## src/rtl/i2s_tx_pkg.sv

```systemverilog
`timescale 1ns/1ps
package i2s_tx_pkg;
  // Strobes from the sequencer to the datapath, one system clock wide.
  typedef struct packed {
    logic bitFall;   // bit clock goes low on the next edge
    logic loadPair;  // start of a left word: load a new or repeated pair
  } txStrobes_t;
endpackage

```

## src/rtl/i2s_tx_ctrl.sv

```systemverilog
`timescale 1ns/1ps
module i2s_tx_ctrl
  import i2s_tx_pkg::*;
#(
  parameter int SAMPLE_W   = 16,
  parameter int MCLK_RATIO = 256
) (
  input  logic       clk,
  input  logic       rstN,
  output txStrobes_t strobes,
  output logic       bitClk,
  output logic       wordSel,
  output logic       inReady
);
  localparam int CLK_PER_BIT = MCLK_RATIO / (2 * SAMPLE_W);
  localparam int HALF_BIT    = CLK_PER_BIT / 2;
  localparam int SLOTS       = 2 * SAMPLE_W;
  localparam int DIV_W       = (CLK_PER_BIT > 1) ? $clog2(CLK_PER_BIT) : 1;
  localparam int SLOT_W      = $clog2(SLOTS);

  logic [DIV_W-1:0]  divCnt;
  logic [SLOT_W-1:0] slotCnt;
  logic [SLOT_W-1:0] slotNext;
  logic              divLast;
  logic              divMid;
  logic              bitClkQ;
  logic              wordSelQ;

  assign divLast  = (divCnt == DIV_W'(CLK_PER_BIT - 1));
  assign divMid   = (divCnt == DIV_W'(HALF_BIT - 1));
  assign slotNext = (slotCnt == SLOT_W'(SLOTS - 1)) ? '0 : slotCnt + SLOT_W'(1);

  assign strobes.bitFall  = divLast;
  assign strobes.loadPair = divLast && (slotCnt == '0);

  always_ff @(posedge clk or negedge rstN) begin
    if (!rstN) begin
      divCnt   <= '0;
      slotCnt  <= '0;
      bitClkQ  <= 1'b0;
      wordSelQ <= 1'b0;
    end else begin
      divCnt <= divLast ? '0 : divCnt + DIV_W'(1);
      if (divMid) begin
        bitClkQ <= 1'b1;
      end
      if (divLast) begin
        bitClkQ  <= 1'b0;
        slotCnt  <= slotNext;
        wordSelQ <= (slotNext >= SLOT_W'(SAMPLE_W));
      end
    end
  end

  assign bitClk  = bitClkQ;
  assign wordSel = wordSelQ;
  assign inReady = strobes.loadPair;
endmodule

```

## src/rtl/i2s_tx_datapath.sv

```systemverilog
`timescale 1ns/1ps
module i2s_tx_datapath
  import i2s_tx_pkg::*;
#(
  parameter int SAMPLE_W = 16
) (
  input  logic                clk,
  input  logic                rstN,
  input  txStrobes_t          strobes,
  input  logic                inValid,
  input  logic [SAMPLE_W-1:0] inLeft,
  input  logic [SAMPLE_W-1:0] inRight,
  output logic                serData
);
  localparam int FRAME_W = 2 * SAMPLE_W;

  logic [SAMPLE_W-1:0] holdLeft;
  logic [SAMPLE_W-1:0] holdRight;
  logic [FRAME_W-1:0]  pairWord;
  logic [FRAME_W-1:0]  shiftReg;
  logic                serDataQ;
  logic                takeNew;

  assign takeNew  = strobes.loadPair && inValid;
  assign pairWord = inValid ? {inLeft, inRight} : {holdLeft, holdRight};

  always_ff @(posedge clk or negedge rstN) begin
    if (!rstN) begin
      holdLeft  <= '0;
      holdRight <= '0;
    end else if (takeNew) begin
      holdLeft  <= inLeft;
      holdRight <= inRight;
    end
  end

  always_ff @(posedge clk or negedge rstN) begin
    if (!rstN) begin
      shiftReg <= '0;
      serDataQ <= 1'b0;
    end else if (strobes.loadPair) begin
      serDataQ <= pairWord[FRAME_W-1];
      shiftReg <= {pairWord[FRAME_W-2:0], 1'b0};
    end else if (strobes.bitFall) begin
      serDataQ <= shiftReg[FRAME_W-1];
      shiftReg <= {shiftReg[FRAME_W-2:0], 1'b0};
    end
  end

  assign serData = serDataQ;
endmodule

```

## src/rtl/i2s_stereo_tx.sv

```systemverilog
`timescale 1ns/1ps
module i2s_stereo_tx
  import i2s_tx_pkg::*;
#(
  parameter int SAMPLE_W   = 16,
  parameter int MCLK_RATIO = 256
) (
  input  logic                clk,
  input  logic                rstN,
  input  logic                inValid,
  input  logic [SAMPLE_W-1:0] inLeft,
  input  logic [SAMPLE_W-1:0] inRight,
  output logic                inReady,
  output logic                bitClk,
  output logic                wordSel,
  output logic                serData
);
  txStrobes_t strobes;

  i2s_tx_ctrl #(
    .SAMPLE_W  (SAMPLE_W),
    .MCLK_RATIO(MCLK_RATIO)
  ) u_ctrl (
    .clk    (clk),
    .rstN   (rstN),
    .strobes(strobes),
    .bitClk (bitClk),
    .wordSel(wordSel),
    .inReady(inReady)
  );

  i2s_tx_datapath #(
    .SAMPLE_W(SAMPLE_W)
  ) u_dp (
    .clk    (clk),
    .rstN   (rstN),
    .strobes(strobes),
    .inValid(inValid),
    .inLeft (inLeft),
    .inRight(inRight),
    .serData(serData)
  );
endmodule

```

## config.mk

```make
export PLATFORM = sky130hd
export DESIGN_NAME = i2s_stereo_tx
export DESIGN_NICKNAME = d
export VERILOG_FILES = /design/src/rtl/i2s_tx_pkg.sv /design/src/rtl/i2s_tx_ctrl.sv /design/src/rtl/i2s_tx_datapath.sv /design/src/rtl/i2s_stereo_tx.sv
export SDC_FILE = /design/constraint.sdc
export NUM_CORES = 1
export LEC_CHECK = 0
export BUFFER_PORTS_ARGS = -buffer_cell sky130_fd_sc_hd__buf_2
export CAP_MARGIN = 20
export CORE_ASPECT_RATIO = 1.4
export CORE_MARGIN = 4
export CORE_UTILIZATION = 25
export DETAILED_ROUTE_END_ITERATION = 12
export GPL_TIMING_DRIVEN = 0
export PLACE_DENSITY = 0.49
export SLEW_MARGIN = 20
export SYNTH_ARGS = -nofsm -noshare
export SYNTH_HDL_FRONTEND = slang
export SYNTH_SLANG_ARGS = --single-unit
```

## constraint.sdc

```tcl
create_clock -name clk -period 4.31 [get_ports clk]
set_clock_uncertainty 0.05 [all_clocks]
set_input_delay 0.2155 -clock clk [delete_from_list [all_inputs] [get_ports clk]]
set_output_delay 0.2155 -clock clk [all_outputs]
set_load 0.02 [all_outputs]
```

Word level (Yosys, flattened, before mapping)
Cells that the tools add are included.
{"block": "totals", "register_bits": 75, "input_bits": 35, "out_inout_bits": 4, "wordCells": 28}
{"block": "classes", "n_addsub": 2, "order_cmp": 1, "n_eq_ne": 3, "n_mux": 9, "reduce_logical": 5}
{"operator": "32-bit two-way mux", "n": 3}
{"operator": "5-bit by 1-bit adder with 5-bit output, second input constant", "n": 1}
{"operator": "5-bit equality test, second input constant", "n": 1}
{"operator": "5-bit >= comparator, second input constant", "n": 1}
{"operator": "5-bit zero test", "n": 1}
{"operator": "5-bit two-way mux", "n": 1}
{"operator": "1-bit two-way mux", "n": 4}
{"operator": "2-bit nonzero test", "n": 2}
{"operator": "3-bit by 1-bit adder with 3-bit output, second input constant", "n": 1}
{"operator": "3-bit by 2-bit equality test with 1-bit output, second input constant", "n": 1}
{"operator": "3-bit equality test, second input constant", "n": 1}
{"operator": "3-bit two-way mux", "n": 1}
{"operator": "1-bit logical AND", "n": 2}

Logic depth before layout (Yosys ltp)
{"block": "depth", "word_depth": 3, "mapped_depth": 7, "ltp_nobuf": 6}

Hierarchy
A second synthesis with hierarchy kept.
{"block": "hier_totals", "hier_cells": 252, "area_unflattened_um2": 3639.7}
{"module": "i2s_tx_datapath", "instances": 1, "cells_each": 208, "area_each_um2": 3156.8, "seq_area_each_um2": 1601.5}
{"module": "i2s_tx_ctrl", "instances": 1, "cells_each": 44, "area_each_um2": 483.0, "seq_area_each_um2": 225.2}

Worst setup path before layout
Ideal clock, no wire load.
{"block": "synth_timing", "path_type": "reg-to-output", "from": "reg u_ctrl.slotCnt[0]", "to": "out inReady", "arrival_time_ps": 1636, "t_required_ps": 4044, "path_slack_ps": 2409, "path_stages_with_launch": 7, "path_cell_list": "dfrtp_1 inv_1 ha_1 or4b_4 buf_6 buf_8 nor2_1"}
{"block": "synth_via", "elab_chain_cells": 2}
{"element": "start: declaration", "line": "i2s_tx_ctrl.sv:22", "text": "logic [SLOT_W-1:0] slotCnt;"}
{"element": "start signal: assignment", "line": "i2s_tx_ctrl.sv:49", "text": "slotCnt <= slotNext;"}
{"element": "5-bit zero test", "line": "i2s_tx_ctrl.sv:34", "text": "assign strobes.loadPair = divLast && (slotCnt == '0);"}
{"element": "1-bit logical AND", "line": "i2s_tx_ctrl.sv:34"}
{"element": "end: declaration", "line": "i2s_stereo_tx.sv:13", "text": "output logic inReady,"}
No other way between the ends.

Worst setup path in the final report
Same ends and word-level chain as after synthesis.

==> results.md <==
| Stage | Quantity | This run |
|:---|:---|:---|
| cts | Post-CTS Resized | 0 |
| critical path | Max stage delay cell, worst path | sky130_fd_sc_hd__or4b_4 |
| synth | Yosys Warn Count | 0 |
| cts | Number of buffers created by CTS | 9 |
| power and ir drop | Power density over the cells | 355 nW/um^2 |
| route | Routed Wire Length | 9150 um |
| floorplan | Initial core utilization | 25.6% |
| grt | Vias in the first global route | 2972 |
| floorplan | Chip Height | 155 um |
| power and ir drop | Pleak | 1.99 nW |
| placed design | Total half-perimeter wirelength after legalization and detailed placement | 6570 um |
| cells and area | Filler-free cell count of the finished design | 581 |
| critical path | Classification of the worst setup path | flop to output pin |
| grt | Congestion Overflow GR | 0 |
| synth | Synthesis-stage register bit count | 73 |
| cells and area | Post-Layout Inst Area | 4640 um^2 |
| grt | Maximum number of pins on one net before global-route repair | 40 |
| floorplan | Standard-cell row count | 53 |
| cells and area | Post-Route Utilization | 30.8% |
| cells and area | Area delta synth->final | 20.3% |
| critical path | Crit end category | output pin |
| floorplan | Horizontal extent of the die | 113 um |
| route | DRT antenna net count | 0 |
| timing | Portion of the clock cycle consumed by the worst path in the final layout | 55.1% |
| cts | CTS hold repair buffers | 1 |
| cts | Clock slew at the register clock pins of the worst setup and hold paths | 0.05 ns |
| timing | Number of max-slew violations in the final report | 0 |
| floorplan | I/O pin count | 39 |
| synth | Mean area per synthesized cell | 11.5 um^2 |
| cts | Deepest level of the CTS H-tree | 3 |
| timing | Fmax | 421 MHz |
| floorplan | DIE AREA | 17500 um^2 |
| synth | Total nets after synthesis | 376 |
| timing | Hold violation count in the final report | 0 |
| timing | Slew at the pin closest to its max-slew limit | 0.828 ns |
| cells and area | Diodes inserted | 0 |
| power and ir drop | Peak supply drop | 0.000172 V |
| grt | Global router's overall resource usage | 11.0% |
| timing | Total of endpoints with negative setup slack in the final report | 0 |
| placed design | Dpl cell area | 4300 um^2 |
| route | DRT iter0 DRCs | 69 |
| critical path | Crit path arrival time | 2.11 ns |
| critical path | Max Fanout on Critical Path | 10 |
| hold path | Class of the tightest hold or removal check | primary input to flop |
| synth | Synthesized instance count | 334 |
| critical path | Required time reported for the critical path endpoint | 4.04 ns |
| placed design | GPL Wtd Cong | 0.717 |
| route | DRC violation count after routing | 0 |
| cts | Root buffer selected by CTS | sky130_fd_sc_hd__clkbuf_16 |
| synth | Post-synthesis instance area | 3850 um^2 |
| cells and area | Leading cell types in the layout, fill and taps excluded | sky130_fd_sc_hd__dfrtp_1, sky130_fd_sc_hd__buf_2, sky130_fd_sc_hd__nand2_1 |
| run status | Status | completed |
| placed design | # port buffers | 37 |
| timing | RSZ-0062 raised after global routing | false |
| cells and area | Final-stage net count | 426 |
| route | Routed vias/inst | 4.84 |
| cts | Post-CTS setup buffer count | 0 |
| placed design | Count of placed standard cells including taps | 564 |
| cells and area | Number of filler cells placed in the layout | 1505 |
| critical path | Delay contributed by the slowest stage of the critical path | 0.50 ns |
| cells and area | Ratio of cells with drive above 1 in the final layout | 25.2% |
| synth | Portion of the post-synthesis area used by sequential elements | 47.4% |
| synth | Synth cell types | 31 |
| timing | Worst slew slack as a fraction of its limit | 44.8% |
| run | Reported max-cap violation count | 0 |
| cts | Maximum clock path buffer count | 2 |
| cts | Source-to-sink clock delay at the later pin of the worst-skew pair | 0.33 ns |
| critical path | Startpoint type of the worst setup path | flop |
| route | Number of iterations in the first detailed-routing pass | 4 |
| cts | Clock tree from TritonCTS | done |
| grt | Initial antenna violation count | 0 |
| grt | First-pass GRT wire length | 15400 um |
| cts | Total number of clock tree sinks | 73 |
| cells and area | Most frequent standard cell in the layout excluding fill and tap cells | sky130_fd_sc_hd__dfrtp_1 |
| timing | Clock period minus worst slack | 2.38 ns |
| route | Routed WL per cell | 15.8 um |
| critical path | Crit-path cells | inv_1, ha_1, or4b_4, buf_6, buf_8, nor2_1, buf_2 |
| placed design | Worst setup timing slack at the placement stage | 2.04 ns |
| timing | Smallest setup slack after layout | 1.93 ns |
| floorplan | Core area | 15100 um^2 |
| route | Total vias in the final route | 2810 |
| timing | Sum of negative setup slack | 0 ns |
-- cells in the mapped netlist --
cell type / n / area share [%]
sky130_fd_sc_hd__nor3_1: 29 / 3.8
sky130_fd_sc_hd__or3_1: 3 / 0.49
sky130_fd_sc_hd__mux2i_1: 32 / 8.3
sky130_fd_sc_hd__buf_1: 3 / 0.29
sky130_fd_sc_hd__ha_1: 7 / 2.3
sky130_fd_sc_hd__dfrtp_1: 73 / 47
sky130_fd_sc_hd__o2bb2ai_1: 28 / 6.4
sky130_fd_sc_hd__mux2_2: 31 / 9.1
sky130_fd_sc_hd__nor2_4: 1 / 0.29
sky130_fd_sc_hd__clkbuf_1: 17 / 1.7
sky130_fd_sc_hd__buf_6: 4 / 1.2
sky130_fd_sc_hd__o21ai_0: 4 / 0.52
sky130_fd_sc_hd__nor2b_1: 2 / 0.32
sky130_fd_sc_hd__o32ai_1: 1 / 0.23
sky130_fd_sc_hd__inv_1: 8 / 0.78
sky130_fd_sc_hd__nor2_1: 3 / 0.29
sky130_fd_sc_hd__nand3_1: 4 / 0.52
sky130_fd_sc_hd__a32o_1: 1 / 0.26
sky130_fd_sc_hd__nand3b_1: 1 / 0.19
sky130_fd_sc_hd__and3_2: 1 / 0.19
sky130_fd_sc_hd__o22ai_1: 1 / 0.16
sky130_fd_sc_hd__buf_8: 4 / 1.6
sky130_fd_sc_hd__nand4_1: 2 / 0.32
sky130_fd_sc_hd__buf_2: 2 / 0.26
sky130_fd_sc_hd__or4b_4: 1 / 0.36
sky130_fd_sc_hd__a311o_1: 30 / 7.8
sky130_fd_sc_hd__nand2_1: 35 / 3.4
sky130_fd_sc_hd__nor4b_1: 1 / 0.23
sky130_fd_sc_hd__and2b_2: 1 / 0.23
sky130_fd_sc_hd__clkbuf_8: 2 / 0.71
sky130_fd_sc_hd__mux2_1: 2 / 0.58
-- flip-flops by register name (all words and copies together) (netlist names) --
signal	count
u_dp.holdRight	16
u_ctrl.slotCnt	4
u_ctrl.divCnt	3
u_dp.serData	1
u_dp.shiftReg	31
u_ctrl.wordSel	1
u_dp.holdLeft	16
u_ctrl.bitClk	1
-- critical path: cells and delay by family, from the launching register on --
kind | cells | cell delay [ns]
and+or+nand+nor | 2 | 0.62
buffers and inverters | 4 | 0.61
DFF | 1 | 0.39
adders and majority gates | 1 | 0.15
-- stage by stage --
| stage | hold slack [ns] | power (W) |
|---|---|---|
| 6_report | 0.0687 | 0.00165 |
| 5_1_grt | 0.0693 | 0.00172 |
| 4_1_cts | 0.0564 | 0.00168 |
| 3_5_place_dp | 0.188 | 0.000851 |
| 3_3_place_gp | 0.367 | 0.000845 |
| 2_1_floorplan | -0.130 | 0.000798 |
-- layer usage --
layer  vias to the layer above  global-route usage [%]  wire length [um]
met5                         -                       0                 0
met4                         0                    4.41               183
met3                        13                    2.41               266
met2                        36                    18.2              4530
met1                      1402                    14.0              4170
li1                       1359                       -                 -
-- where the power goes --
group          total, W  leakage [nW]  internal, W  switching (W)
combinational  0.000104         0.892    0.0000551      0.0000487
sequential     0.000732         0.942     0.000714      0.0000176
clock          0.000810         0.157     0.000539       0.000270
-- kinds of logic after synthesis --
group	count (synthesis)	synth area share [%]
compound gates	65	15.3
fa+ha+maj	7	2.27
buf+inv	40	6.43
flops	73	47.4
mux	65	18.0
simple gates	84	10.6
-- path summary, 6_finish.rpt --
path | startpoint | to | slack, ns | cells after the start
hold reg to reg | u_ctrl.divCnt[0] | u_ctrl.divCnt[0] | 0.38 | 1
setup / recovery | u_ctrl.slotCnt[0] | inReady | 1.93 | 7
min in group asynchronous | rstN | u_dp.holdLeft[1] | 0.37 | 2
setup reg to reg | u_ctrl.divCnt[0] | u_dp.shiftReg[25] | 2.05 | 7
max in group asynchronous | rstN | u_dp.shiftReg[30] | 3.26 | 3
hold / removal | inLeft[1] | u_dp.holdLeft[1] | 0.07 | 2
-- layout make-up --
cell class | count | area (um^2) | area share [%]
Sequential cell | 73 | 1830 | 39.4
Multi-Input combinational cell | 221 | 1780 | 38.4
Inverter | 8 | 30.0 | 0.648
Clock inverter | 2 | 60.1 | 1.30
Clock buffer | 14 | 264 | 5.69
Buffer | 32 | 218 | 4.70
Tap cell | 192 | 240 | 5.18
Timing Repair Buffer | 39 | 218 | 4.70
No activity file was read; power rests on OpenSTA's default activity.
